<file path="src/rtl/irq_pkg.sv">
package irq_pkg;

    typedef enum logic {
        IRQ_IDLE   = 1'b0,
        IRQ_ACTIVE = 1'b1
    } irq_state_e;

    typedef enum logic [1:0] {
        KIND_FLAG = 2'd0,
        KIND_MASK = 2'd1,
        KIND_MODE = 2'd2,
        KIND_NONE = 2'd3
    } reg_kind_e;

endpackage

</file>
<file path="src/rtl/irq_edge_det.sv">
module irq_edge_det #(
    parameter int W      = 24,
    parameter int STAGES = 2
) (
    input  logic         clk,
    input  logic         rst_n,
    input  logic [W-1:0] async_in,
    output logic [W-1:0] rise,
    output logic [W-1:0] fall
);
    logic [W-1:0] stage [STAGES];
    logic [W-1:0] prev_q;

    always_ff @(posedge clk or negedge rst_n) begin
        if (!rst_n) begin
            for (int i = 0; i < STAGES; i++) stage[i] <= '0;
            prev_q <= '0;
        end else begin
            stage[0] <= async_in;
            for (int i = 1; i < STAGES; i++) stage[i] <= stage[i-1];
            prev_q <= stage[STAGES-1];
        end
    end

    assign rise = stage[STAGES-1] & ~prev_q;
    assign fall = ~stage[STAGES-1] & prev_q;
endmodule

</file>
<file path="src/rtl/irq_flag_bank.sv">
module irq_flag_bank #(
    parameter int W = 8
) (
    input  logic         clk,
    input  logic         rst_n,
    input  logic [W-1:0] rise,
    input  logic [W-1:0] fall,
    input  logic         wr_mask,
    input  logic         wr_mode,
    input  logic [W-1:0] wdata,
    input  logic         rd_clr,
    output logic [W-1:0] flag,
    output logic [W-1:0] mask,
    output logic [W-1:0] mode,
    output logic [W-1:0] set
);
    // mode bit 1 adds falling edges; mask bit 1 blocks the source
    assign set = (rise | (fall & mode)) & ~mask;

    always_ff @(posedge clk or negedge rst_n) begin
        if (!rst_n) begin
            flag <= '0;
            mask <= '1;
            mode <= '0;
        end else begin
            flag <= (rd_clr ? '0 : flag) | set;
            if (wr_mask) mask <= wdata;
            if (wr_mode) mode <= wdata;
        end
    end
endmodule

</file>
<file path="src/rtl/irq_flag_ctrl.sv">
module irq_flag_ctrl
    import irq_pkg::*;
#(
    parameter int N_GROUPS    = 3,
    parameter int GROUP_W     = 8,
    parameter int ADDR_W      = 4,
    parameter int SYNC_STAGES = 2
) (
    input  logic                          clk,
    input  logic                          rst_n,
    input  logic [N_GROUPS*GROUP_W-1:0]   evt_in,
    input  logic                          reg_wr,
    input  logic                          reg_rd,
    input  logic [ADDR_W-1:0]             reg_addr,
    input  logic [GROUP_W-1:0]            reg_wdata,
    output logic [GROUP_W-1:0]            reg_rdata,
    output logic                          irq_oe
);
    localparam int TOTAL     = N_GROUPS * GROUP_W;
    localparam int MASK_BASE = N_GROUPS;
    localparam int MODE_BASE = 2 * N_GROUPS;

    logic [TOTAL-1:0] rise_vec, fall_vec, flag_vec, mask_vec, mode_vec, set_vec;
    reg_kind_e        sel_kind;
    int               sel_grp;
    logic [GROUP_W-1:0] rd_mux;
    irq_state_e       state_q, state_d;
    logic             any_flag;

    irq_edge_det #(.W(TOTAL), .STAGES(SYNC_STAGES)) u_edge (
        .clk      (clk),
        .rst_n    (rst_n),
        .async_in (evt_in),
        .rise     (rise_vec),
        .fall     (fall_vec)
    );

    // address decode
    always_comb begin
        sel_kind = KIND_NONE;
        sel_grp  = 0;
        for (int g = 0; g < N_GROUPS; g++) begin
            if (int'(reg_addr) == g) begin
                sel_kind = KIND_FLAG; sel_grp = g;
            end
            if (int'(reg_addr) == g + MASK_BASE) begin
                sel_kind = KIND_MASK; sel_grp = g;
            end
            if (int'(reg_addr) == g + MODE_BASE) begin
                sel_kind = KIND_MODE; sel_grp = g;
            end
        end
    end

    for (genvar gi = 0; gi < N_GROUPS; gi++) begin : g_bank
        logic hit;
        assign hit = (sel_grp == gi);
        irq_flag_bank #(.W(GROUP_W)) u_bank (
            .clk     (clk),
            .rst_n   (rst_n),
            .rise    (rise_vec[gi*GROUP_W +: GROUP_W]),
            .fall    (fall_vec[gi*GROUP_W +: GROUP_W]),
            .wr_mask (reg_wr && hit && sel_kind == KIND_MASK),
            .wr_mode (reg_wr && hit && sel_kind == KIND_MODE),
            .wdata   (reg_wdata),
            .rd_clr  (reg_rd && hit && sel_kind == KIND_FLAG),
            .flag    (flag_vec[gi*GROUP_W +: GROUP_W]),
            .mask    (mask_vec[gi*GROUP_W +: GROUP_W]),
            .mode    (mode_vec[gi*GROUP_W +: GROUP_W]),
            .set     (set_vec[gi*GROUP_W +: GROUP_W])
        );
    end

    always_comb begin
        unique case (sel_kind)
            KIND_FLAG: rd_mux = flag_vec[sel_grp*GROUP_W +: GROUP_W];
            KIND_MASK: rd_mux = mask_vec[sel_grp*GROUP_W +: GROUP_W];
            KIND_MODE: rd_mux = mode_vec[sel_grp*GROUP_W +: GROUP_W];
            KIND_NONE: rd_mux = '0;
        endcase
    end

    always_ff @(posedge clk or negedge rst_n) begin
        if (!rst_n)      reg_rdata <= '0;
        else if (reg_rd) reg_rdata <= rd_mux;
    end

    // interrupt pin state machine
    assign any_flag = |flag_vec;

    always_ff @(posedge clk or negedge rst_n) begin
        if (!rst_n) state_q <= IRQ_IDLE;
        else        state_q <= state_d;
    end

    always_comb begin
        state_d = state_q;
        unique case (state_q)
            IRQ_IDLE:   if (any_flag)  state_d = IRQ_ACTIVE;
            IRQ_ACTIVE: if (!any_flag) state_d = IRQ_IDLE;
        endcase
    end

    always_comb begin
        unique case (state_q)
            IRQ_IDLE:   irq_oe = 1'b0;
            IRQ_ACTIVE: irq_oe = 1'b1;
        endcase
    end
endmodule

</file>
<file path="config.mk">
export PLATFORM = sky130hd
export DESIGN_NAME = irq_flag_ctrl
export DESIGN_NICKNAME = d
export VERILOG_FILES = /design/src/rtl/irq_pkg.sv /design/src/rtl/irq_edge_det.sv /design/src/rtl/irq_flag_bank.sv /design/src/rtl/irq_flag_ctrl.sv
export SDC_FILE = /design/constraint.sdc
export NUM_CORES = 1
export LEC_CHECK = 0
export CAP_MARGIN = 15
export CORE_ASPECT_RATIO = 1.4
export CORE_MARGIN = 3
export CORE_UTILIZATION = 60
export CTS_CLUSTER_SIZE = 24
export DETAILED_ROUTE_END_ITERATION = 12
export DONT_BUFFER_PORTS = 1
export GPL_TIMING_DRIVEN = 0
export HOLD_SLACK_MARGIN = 0.05
export PLACE_DENSITY_LB_ADDON = 0.2
export SLEW_MARGIN = 5
export SYNTH_ARGS = -nofsm -noshare
export SYNTH_HDL_FRONTEND = slang
export SYNTH_HIERARCHICAL = 1
export SYNTH_SLANG_ARGS = --single-unit
</file>
<file path="constraint.sdc">
create_clock -name clk -period 1.3 [get_ports clk]
set_input_delay 0.065 -clock clk [delete_from_list [all_inputs] [get_ports clk]]
set_output_delay 0.065 -clock clk [all_outputs]
set_load 0.03 [all_outputs]
</file>
## Word-level counts from Yosys, hierarchy flattened

Cells that the tools add are included.

- Register bits: 153
- Latch bits: 0
- RAM bits: 0
- Memory bits (read-only): 0
- Bits of input ports: 40
- Output and inout port bits: 9
- Memories: 0

- Add/sub/neg operators: 0
- $mul: 0
- Divide/modulo/power cells: 0
- Order comparisons: 0
- Eq/ne operators: 13
- Shift operators: 3
- Muxes and demuxes: 21
- Bitwise logic cells: 20
- Reduce and logical (&&, ||, !) cells: 19

Operators by type and width:

| kind | number |
|---|---|
| two-way mux 32 bit | 5 |
| indexed part select 24 x 32 -> 8 bit | 3 |
| AND 24 bit | 2 |
| AND 8 bit | 6 |
| inverter 24 bit | 2 |
| bitwise OR 8 bit | 6 |
| equality test 32 x 2 -> 1 bit, second input constant | 1 |
| equality test 32 x 3 -> 1 bit, second input constant | 1 |
| logical NOT 32 bit | 1 |
| one-hot mux 8 bit (4 select lines) | 1 |
| two-way mux 8 bit | 3 |
| inverter 8 bit | 3 |
| OR reduction 24 bit | 1 |
| equality test 4 bit, second input constant | 5 |
| two-way mux 2 bit | 9 |
| logical AND 1 bit | 15 |
| equality test 4 x 3 -> 1 bit, second input constant | 2 |
| equality test 2 bit, second input constant | 2 |
| equality test 4 x 2 -> 1 bit, second input constant | 1 |
| logical NOT 4 bit | 1 |
| equality test 2 x 1 -> 1 bit, second input constant | 1 |
| logical NOT 2 bit | 1 |
| two-way mux 1 bit | 2 |
| one-hot mux 1 bit (2 select lines) | 1 |
| inverter 1 bit | 1 |

## Depth between registers and ports, before layout

Gate-level depths: netlist of the first run.

- Depth in word-level cells: 14
- Depth in mapped cells: 11
- Mapped depth without buffers: 9

## By module

The synthesis of the first run kept the hierarchy.

By module, submodules not included:

| module | times used | cells each | area an instance (sq um) |
|---|---|---|---|
| irq_flag_bank | 3 | 75 | 1028.5 |
| irq_edge_det | 1 | 120 | 2222.1 |
| irq_flag_ctrl | 1 | 210 | 1475.2 |

## Worst setup path before layout of the first run

No wires, ideal clock.

- Path kind: input to register
- Start: input reg_addr[3]
- End: register g_bank[2].u_bank.mask[0]
- Setup time: 82 ps
- Arrival: 2080 ps
- Required time: 1218 ps
- Path slack: -863 ps
- Stages on the path: 11
- Path through: buf_2 > clkbuf_1 > o21ai_0 > and3_1 > inv_1 > ha_1 > clkbuf_1 > nand2_1 > nor2_1 > buf_6 > mux2_4

- Word-level cells in the longest chain between the ends: 12
- Elaborated cells between the ends (all ways): 28

RTL lines:

| what | RTL line | source |
|---|---|---|
| start, declared | irq_flag_ctrl.sv:14 | `input logic [ADDR_W-1:0] reg_addr,` |
| logical NOT 4 bit | irq_flag_ctrl.sv:43 | `if (int'(reg_addr) == g) begin` |
| two-way mux 2 bit | irq_flag_ctrl.sv:43 |  |
| two-way mux 2 bit | irq_flag_ctrl.sv:46 | `if (int'(reg_addr) == g + MASK_BASE) begin` |
| two-way mux 2 bit | irq_flag_ctrl.sv:49 | `if (int'(reg_addr) == g + MODE_BASE) begin` |
| two-way mux 2 bit | irq_flag_ctrl.sv:43 |  |
| two-way mux 2 bit | irq_flag_ctrl.sv:46 |  |
| two-way mux 2 bit | irq_flag_ctrl.sv:49 |  |
| two-way mux 2 bit | irq_flag_ctrl.sv:43 |  |
| two-way mux 2 bit | irq_flag_ctrl.sv:46 |  |
| two-way mux 2 bit | irq_flag_ctrl.sv:49 |  |
| equality test 2 x 1 -> 1 bit | irq_flag_ctrl.sv:63 | `.wr_mask (reg_wr && hit && sel_kind == KIND_MASK),` |
| logical AND 1 bit * | irq_flag_ctrl.sv:63 |  |
| end signal, assigned | irq_flag_bank.sv:27 | `if (wr_mask) mask <= wdata;` |
| end, declared | irq_flag_bank.sv:13 | `output logic [W-1:0] mask,` |

Every way passes the cells marked *; elsewhere a longest branch is shown, timed or not.
A chain may end at the register's enable or synchronous reset.

## Worst setup path in the final report of the first run

- Start: input reg_addr[2]
- End: register reg_rdata[2]

- Word-level cells in the longest chain between the ends: 12
- Elaborated cells between the ends (all ways): 32

RTL lines:

| what | RTL line | source |
|---|---|---|
| parallel branches: the longest is 11 deep, another holds two-way mux 32 bit | - |  |
| one-hot mux 8 bit (4 select lines) * | irq_flag_ctrl.sv:75 | `unique case (sel_kind)` |
| end signal, assigned | irq_flag_ctrl.sv:85 | `else if (reg_rd) reg_rdata <= rd_mux;` |
| end, declared | irq_flag_ctrl.sv:16 | `output logic [GROUP_W-1:0] reg_rdata,` |

Every way passes the cells marked *.

==> impl_metrics.py, run 1 <==
metrics = {
    "grt": {
        "antenna_found_initial": 0,
        "gr-usage-all-layers_pct": 27.8,
        "overflow": 0,
        "grt_max_degree": 154,
        "grt_pass1_wl_um": 25500,
        "grt_pass1_vias": 4915,
    },
    "floorplan": {
        "dieArea_um2": 12500,
        "rows": 45,
        "die_h_um": 131,
        "die_x_um": 95.3,
        "start_util_pct": 61.6,
        "io-pin-count": 49,
        "core_area_um2": 10900,
    },
    "final_layout": {
        "register_area_um2": 3870,
        "utilization_pct": 79.1,
        "nets": 653,
        "area_growth_pct": 28.4,
        "multi_input_area_um2": 2860,
        "drive_gt1_share_pct": 42.2,
        "fill_cells": 605,
    },
    "power": {
        "p_leak_nw": 3.84,
        "cellPowerDensity_nw_per_um2": 1660,
        "swShare_pct": 27.2,
        "p_int_mw": 10.4,
        "peakVddDrop_mv": 1.06,
        "clkPwrFrac_pct": 36.7,
        "pwr-share-comb_pct": 16.9,
        "seqPwrFrac_pct": 46.3,
        "power_mw": 14.3,
        "p_switching_mw": 3.88,
    },
    "clock_network": {
        "cts_buffers": 17,
        "cts_sinks": 153,
        "htree_levels": 4,
        "cts_tree": "done",
        "clock_latency_ps": 420,
        "clockRootBuffer": "clkbuf_16",
        "clk_pin_slew_ps": 60,
        "clk_path_buf_depth": 2,
    },
    "worst_setup_path": {
        "slowest_delay_ps": 200,
        "cp_top_family": "buffers and inverters",
        "required_ps": 1590,
        "critPathLaunchType": "input pin",
        "worst-path-max-fanout": 10,
        "crit_chain": "clkbuf_8 > clkbuf_16 > nand2_2 > nand2_4 > ha_4 > clkbuf_16 > buf_12 > a22oi_1 > o21ai_0 > a21oi_1 > o21ai_1",
        "slowest_stage": "a21oi_1",
        "crit_type": "input pin to flip-flop",
        "crit_path_end_kind": "flip-flop",
        "crit_buf_inv": 4,
        "worstPathArrival_ps": 1650,
        "cp_common_cell": "clkbuf_16",
    },
    "placement": {
        "io_buffer_count": 0,
        "gp_routability_congestion": 0.931,
        "dp_hpwl_um": 10200,
    },
    "routing": {
        "dr_wl_met3_um": 1260,
        "highest-signal-layer": "met4",
        "drtIter0Drc": 581,
        "drc": 0,
        "m1WireLength_um": 6590,
        "dr.pass1.iters": 8,
        "wl_per_cell_um": 23.0,
        "vias": 4832,
        "via_per_inst": 6.33,
        "ant_nets": 0,
        "wl_um": 17600,
        "wl_met2_um": 8660,
    },
    "timing": {
        "clock.fmax_mhz": 735,
        "worst_slew_pin_slew_ps": 491,
        "worst_slack_ps": -59.8,
        "whs_ps": -660,
        "setup_violations": 6,
        "fin_crit_sh_pct": 105,
        "finalHoldViolCount": 153,
        "period_needed_ps": 1360,
        "slew_violations": 0,
        "fin_skew_ps": 5.10,
        "relSlewSlack_pct": 67.3,
        "rsz0062_at_grt": "true",
    },
    "job": {
        "max_cap_viol_count": 0,
    },
    "status": {
        "violations": "hold timing, setup timing",
        "outcome": "finished, violations left",
    },
    "synthesis": {
        "avgSynthCellArea_um2": 12.6,
        "yosysWarnings": 6,
        "synthesis.instances": 531,
        "syn_area_um2": 6690,
        "synth_nets": 575,
    },
    "worst_hold_path": {
        "min_path_type": "input pin to async pin",
    },
}
[area by class of cell]
cell class                      count  share of cell area [%]
Antenna cell                        1                  0.0291
Buffer                             23                    3.61
Clock buffer                       18                    5.11
Clock inverter                     13                    2.23
Inverter                           44                    1.92
Multi-Input combinational cell    307                    33.2
Sequential cell                   153                    45.0
Tap cell                          141                    2.05
Timing Repair Buffer               63                    6.80
[metal layers]
metal,GRT usage (%),up-vias
met5,0,-
met2,44.8,262
met1,33.3,2433
met3,7.39,91
li1,-,2046
met4,16.4,0
[power by group through the flow]
| stage | sequential, mW | clock [mW] | combinational, mW |
|---|---|---|---|
| 3_5_place_dp | 6.57 | 0 | 1.83 |
| 6_report | 6.61 | 5.24 | 2.42 |
| 4_1_cts | 6.52 | 5.30 | 2.05 |
| 5_1_grt | 6.70 | 5.54 | 2.56 |
| 3_3_place_gp | 6.51 | 0 | 1.77 |
| 2_1_floorplan | 6.28 | 0 | 1.57 |
[what timing repair did]
item	CTS	global route
pin swaps	13	26
hold buffers	32	1
cloned	0	1
setup buffers	13	16
hold endpoints to repair	225	154
setup endpoints to repair	58	64
resized for setup	27	53
[path summary, 6_finish.rpt]
check | from | to | slack (ps) | cells after the start
min in group clk | reg_wr | g_bank[2].u_bank/mask[5] | 120 | 4
max in group asynchronous | rst_n | g_bank[2].u_bank/mask[3] | 1710 | 0
min reg2reg | u_edge/stage[26] | u_edge/stage[2] | 350 | 0
min | rst_n | u_edge/stage[39] | -660 | 0
max reg2reg | g_bank[1].u_bank/mode[2] | reg_rdata[2] | -30 | 4
max | reg_addr[2] | reg_rdata[2] | -60 | 11
[cells in the final DEF (no fill, tap or decap), types with 10 or more instances in the layout]
| master | instances |
|---|---|
| dfrtp_1 | 123 |
| dfstp_2 | 24 |
| a21oi_1 | 31 |
| o21ai_0 | 16 |
| dlygate4sd3_1 | 33 |
| o22ai_1 | 24 |
| clkbuf_16 | 21 |
| inv_1 | 42 |
| and2b_2 | 48 |
| mux2_4 | 48 |
| o32ai_2 | 10 |
| o21ai_1 | 15 |
| buf_4 | 29 |
[sequential cells by signal, indices dropped and copies added, names as in the netlist]
| register | cells |
|---|---|
| g_bank.u_bank/mask | 24 |
| g_bank.u_bank/flag | 24 |
| reg_rdata | 8 |
| u_edge/prev_q | 24 |
| g_bank.u_bank/mode | 24 |
| state_q | 1 |
| u_edge/stage | 48 |
[per-stage QoR]
stage | TNS, ps | area [µm²] | cells | worst slack [ps]
floorplan | -27200 | 6830 | 531 | -472
global placement | -45140 | 7010 | 672 | -762
detailed placement | -46950 | 7010 | 672 | -775
CTS | -11.1 | 8180 | 746 | -3.16
global route | -754 | 8590 | 762 | -135
finish | -108 | 8590 | 763 | -59.8
(Power assumes the default switching activity.)
==> run 2, diff against run 1 <==
Settings changed: CORE_MARGIN 3 to 2, CORE_UTILIZATION 60 to 57.
Clock period 1.3 ns to 1.15 ns, I/O delays scaled along.
==> run 2 against run 1 <==
The run still ends with hold timing, setup timing left. Count of clock-buffer cells in the layout rose by 4. Cell count rose by 2.0%. First-iteration DRC count fell by 3.1%. Power rose by 13%. Sequential power rose by 12%. Critical path depth fell by 3. Largest power group unchanged.
==> impl_metrics.py, run 2 (synthesis results as in run 1) <==
metrics = {
    "status": {
        "outcome": "finished, violations left",
        "violations": "hold timing, setup timing",
    },
    "routing": {
        "drtIter0Drc": 563,
        "ant_nets": 0,
        "dr.pass1.iters": 7,
        "wl_per_cell_um": 23.5,
        "via_per_inst": 6.28,
        "drc": 0,
        "wl_um": 18300,
        "vias": 4884,
    },
    "clock_network": {
        "cts_buffers": 17,
        "clockRootBuffer": "clkbuf_16",
        "cts_sinks": 153,
        "cts-hold-fix-buffers": 33,
        "clk_pin_slew_ps": 60,
        "clk_path_buf_depth": 2,
        "cts_tree": "done",
        "clock_latency_ps": 420,
        "htree_levels": 4,
    },
    "timing": {
        "rsz0062_at_grt": "true",
        "setup_violations": 73,
        "fin_skew_ps": 6.59,
        "worst_slew_pin_slew_ps": 585,
        "period_needed_ps": 1450,
        "fin_crit_sh_pct": 126,
        "finalHoldViolCount": 153,
        "worst_slack_ps": -297,
        "relSlewSlack_pct": 61.0,
        "clock.fmax_mhz": 691,
        "slew_violations": 0,
        "whs_ps": -664,
    },
    "worst_setup_path": {
        "cp_common_cell": "buf_4",
        "crit_chain": "buf_12 > or4b_4 > buf_4 > buf_4 > o21ai_2 > a221oi_2 > nor3_2 > o21ai_1",
        "crit_type": "input pin to flip-flop",
        "slowest_stage": "or4b_4",
        "r2r-end": "reg_rdata[7]",
        "r2r_start": "g_bank[1].u_bank/mode[7]",
        "required_ps": 1430,
        "worstRegToRegCells": 4,
        "critPathLaunchType": "input pin",
        "slowest_delay_ps": 540,
        "crit_path_end_kind": "flip-flop",
        "worst-path-max-fanout": 5,
        "worstPathArrival_ps": 1720,
        "crit_buf_inv": 3,
        "cp_top_family": "simple AND/OR/NAND/NOR gates",
        "r2r_setup_slack_ps": -280,
        "crit_start": "reg_addr[1]",
    },
    "grt": {
        "overflow": 0,
        "grt_max_degree": 154,
        "grt_pass1_wl_um": 26500,
        "gr-usage-all-layers_pct": 28.3,
        "grt_pass1_vias": 4986,
        "antenna_found_initial": 0,
    },
    "final_layout": {
        "final_cell_mix": "dfrtp_1, mux2_4, and2b_2",
        "area_growth_pct": 32.9,
        "drive_gt1_share_pct": 46.5,
        "nets": 665,
        "final_common_cell": "dfrtp_1",
        "largest_reg_flops": 48,
        "diodes": 0,
        "instances_no_fill": 778,
        "largest-register": "u_edge/stage",
        "fill_cells": 631,
    },
    "power": {
        "clkPwrFrac_pct": 34.3,
        "seqPwrFrac_pct": 46.2,
        "power_mw": 16.1,
        "swShare_pct": 28.0,
        "p_leak_nw": 3.97,
        "p_switching_mw": 4.50,
        "peakVddDrop_mv": 1.12,
        "cellPowerDensity_nw_per_um2": 1810,
        "p_int_mw": 11.6,
        "pwr-share-comb_pct": 19.5,
    },
    "floorplan": {
        "die_h_um": 132,
        "rows": 46,
        "core_area_um2": 11400,
        "start_util_pct": 58.7,
        "dieArea_um2": 12600,
        "io-pin-count": 49,
        "die_x_um": 95.6,
    },
    "placement": {
        "gp_routability_congestion": 0.925,
        "place_inst": 675,
        "dp_hpwl_um": 10100,
        "io_buffer_count": 0,
    },
    "worst_hold_path": {
        "min_path_type": "input pin to async pin",
    },
    "job": {
        "max_cap_viol_count": 0,
    },
}
[run 2: worst register-to-register path, delay by kind of cell, from the launching register on]
| family | cells | cell delay [ps] |
|---|---|---|
| and+or+nand+nor | 1 | 340 |
| AOI/OAI and AO/OA | 3 | 540 |
| DFF | 1 | 400 |
[run 2: worst max path at each step]
stage,endpoint,depth (start not counted)
finish,reg_rdata[7],8
global route,reg_rdata[7],11
CTS,g_bank[1].u_bank/mode[3],8
detailed placement,g_bank[0].u_bank/mode[0],10
global placement,g_bank[0].u_bank/mode[0],10
floorplan,g_bank[0].u_bank/mode[0],9
[run 2: area by class of cell]
class	instances	area, µm²	share of cell area, %
buffer	24	355	3.99
tap	144	180	2.03
inverter	44	168	1.88
timing repair buffer	74	693	7.79
sequential	153	3860	43.4
clock inverter	10	119	1.34
multi-input combinational	307	3060	34.4
clock buffer	22	464	5.22
[run 2: stage by stage]
stage | worst slack (ps) | util (%) | TNS [ps] | cell area, µm²
after global routing | -304 | 78.1 | -10970 | 8900
after detailed placement | -899 | 61.8 | -55520 | 7040
after floorplan | -613 | - | -37630 | 6860
after CTS | -203 | 74.3 | -9050 | 8470
final | -297 | 78.1 | -9620 | 8900
after global placement | -850 | 61.8 | -52380 | 7040
[run 2: what timing repair did]
action	in CTS	in global routing
pin swaps	22	36
resized for setup	59	65
hold endpoints to repair	232	153
buffers inserted	22	17
cloned	2	0
endpoints found under the setup margin	73	81
[run 2: per-layer routing]
metal	vias to the layer above	global-route usage [%]	share of wire [%]
met5	-	0	0
met3	76	8.29	6.8
met1	2482	33.5	37
met2	258	44.7	50
li1	2068	-	-
met4	0	17.1	5.5
[run 2: power groups by stage]
stage	logic (mW)	clock network, mW	registers, mW
finish	3.13	5.51	7.43
CTS	2.59	5.59	7.36
global route	3.29	5.82	7.52
detailed placement	2.10	0	7.41
global placement	2.02	0	7.36
floorplan	1.79	0	7.10
==> run 3, diff against run 2 <==
Settings changed: CELL_PAD_IN_SITES_DETAIL_PLACEMENT set to 2, CELL_PAD_IN_SITES_GLOBAL_PLACEMENT set to 2, CORE_UTILIZATION 57 to 39, SKIP_LAST_GASP set to 1.
==> run 3 against run 2 <==
The run still ends with hold timing, setup timing left. Critical endpoint is now reg_rdata[5]. Core utilization shrank 25 points. Non-clock buffer count is the same. First-iteration DRC count down 64%. Setup slack got worse by 49 ps. Routed wire length grew 30%.
==> impl_metrics.py, run 3 (synthesis results as in run 1) <==
metrics = {
    "clock_network": {
        "cts_sinks": 153,
        "clk_path_buf_depth": 2,
        "cts_tree": "done",
        "cts-hold-fix-buffers": 33,
        "htree_levels": 4,
        "clockRootBuffer": "clkbuf_16",
        "clk_pin_slew_ps": 70,
        "clock_latency_ps": 440,
        "cts_buffers": 17,
    },
    "worst_setup_path": {
        "slowest_stage": "clkbuf_2",
        "crit_type": "input pin to flip-flop",
        "crit_path_end_kind": "flip-flop",
        "crit_buf_inv": 2,
        "slowest_delay_ps": 450,
        "r2r_setup_slack_ps": -340,
        "critPathLaunchType": "input pin",
        "worstPathArrival_ps": 1800,
        "r2r-end": "reg_rdata[5]",
        "r2r_start": "g_bank[1].u_bank/mask[5]",
        "worst-path-max-fanout": 10,
        "required_ps": 1450,
        "crit_chain": "buf_16 > nand2b_1 > a31oi_4 > clkbuf_2 > a221oi_2 > nor3_2 > o21ai_1",
        "worstRegToRegCells": 4,
        "cp_top_family": "compound AO/OA/AOI/OAI gates",
    },
    "floorplan": {
        "start_util_pct": 39.8,
        "core_area_um2": 16800,
        "io-pin-count": 49,
        "die_h_um": 159,
        "die_x_um": 115,
        "rows": 56,
        "dieArea_um2": 18200,
    },
    "timing": {
        "worst_slew_pin_slew_ps": 620,
        "clock.fmax_mhz": 669,
        "fin_skew_ps": 8.62,
        "worst_slack_ps": -346,
        "whs_ps": -687,
        "period_needed_ps": 1500,
        "finalHoldViolCount": 153,
        "slew_violations": 0,
        "setup_violations": 65,
        "relSlewSlack_pct": 58.7,
        "fin_crit_sh_pct": 130,
        "rsz0062_at_grt": "true",
    },
    "routing": {
        "drc": 0,
        "vias": 4855,
        "via_per_inst": 5.80,
        "dr.pass1.iters": 4,
        "wl_um": 23800,
        "drtIter0Drc": 203,
        "wl_per_cell_um": 28.4,
        "ant_nets": 0,
    },
    "power": {
        "clkPwrFrac_pct": 35.3,
        "p_switching_mw": 5.04,
        "pwr-share-comb_pct": 19.9,
        "cellPowerDensity_nw_per_um2": 1870,
        "swShare_pct": 29.9,
        "peakVddDrop_mv": 1.06,
        "p_leak_nw": 3.99,
        "power_mw": 16.8,
        "p_int_mw": 11.8,
        "seqPwrFrac_pct": 44.8,
    },
    "placement": {
        "gp_routability_congestion": 0.797,
        "io_buffer_count": 0,
        "dp_hpwl_um": 12600,
        "place_inst": 734,
    },
    "final_layout": {
        "nets": 665,
        "largest_reg_flops": 48,
        "utilization_pct": 53.5,
        "diodes": 0,
        "instances_no_fill": 837,
        "largest-register": "u_edge/stage",
        "drive_gt1_share_pct": 47.6,
        "final_common_cell": "dfrtp_1",
        "final_cell_mix": "dfrtp_1, mux2_4, and2b_2",
        "area_growth_pct": 34.5,
    },
    "grt": {
        "gr-usage-all-layers_pct": 24.0,
        "grt_pass1_wl_um": 32200,
        "antenna_found_initial": 0,
        "overflow": 0,
        "grt_max_degree": 154,
        "grt_pass1_vias": 5345,
    },
    "worst_hold_path": {
        "min_path_type": "input pin to async pin",
    },
    "status": {
        "outcome": "finished, violations left",
        "violations": "hold timing, setup timing",
    },
    "job": {
        "max_cap_viol_count": 0,
    },
}
## run 3: changes by cell type in the layout (fill, tap and decap cells not counted), sizes merged
cell and delta:
buf +1, bufbuf -1, bufinv +1, clkbuf -3
clkinv +6, clkinvlp -3, inv -1
## run 3: power by group through the flow
stage          clock, mW  sequential, mW  combinational (mW)
2_1_floorplan          0            7.10                1.79
3_3_place_gp           0            7.41                2.07
3_5_place_dp           0            7.51                2.19
4_1_cts             6.02            7.41                2.82
5_1_grt             6.31            7.64                3.53
6_report            5.95            7.55                3.35
## run 3: timing repair
item                                    CTS  global route
setup buffers                            27            12
pin swaps                                20            36
gates cloned                              2             0
endpoints found under the setup margin   73            81
resized for setup                        56            59
hold endpoints to repair                231           153
## run 3: worst max path at each step
stage / cells after the start / end / startpoint / slack, ps
floorplan: 9 / g_bank[0].u_bank/mode[0] / reg_addr[1] / -610
detailed placement: 7 / reg_rdata[3] / reg_addr[1] / -990
global route: 4 / reg_rdata[5] / g_bank[1].u_bank/mask[5] / -330
global placement: 7 / reg_rdata[7] / reg_addr[1] / -940
finish: 7 / reg_rdata[5] / reg_addr[1] / -350
CTS: 4 / reg_rdata[7] / g_bank[1].u_bank/mode[7] / -200
## run 3: cell type report
class                      count  area (µm²)
sequential                   153        3860
fill                        1528        7810
buffer                        24         338
clock inverter                13         166
inverter                      44         170
multi-input combinational    307        3050
clock buffer                  19         453
timing repair buffer          74         706
tap                          203         254
## run 3: per-stage QoR
| stage | setup slack [ps] | area, µm² | TNS [ps] |
|---|---|---|---|
| 3_3_place_gp | -936 | 7120 | -57740 |
| 3_5_place_dp | -989 | 7120 | -60480 |
| 6_report | -346 | 9000 | -10540 |
| 4_1_cts | -202 | 8610 | -8820 |
| 5_1_grt | -334 | 9000 | -11530 |
| 2_1_floorplan | -613 | 6860 | -37630 |
## run 3: layer usage
metal  track usage [%]  vias to the layer above  routed length, µm
met3              5.06                       69                904
met1              28.1                     2568               9210
met5                 0                        -                  0
li1                  -                     2069                  -
met4              12.3                        0               1430
met2              41.0                      149              12200
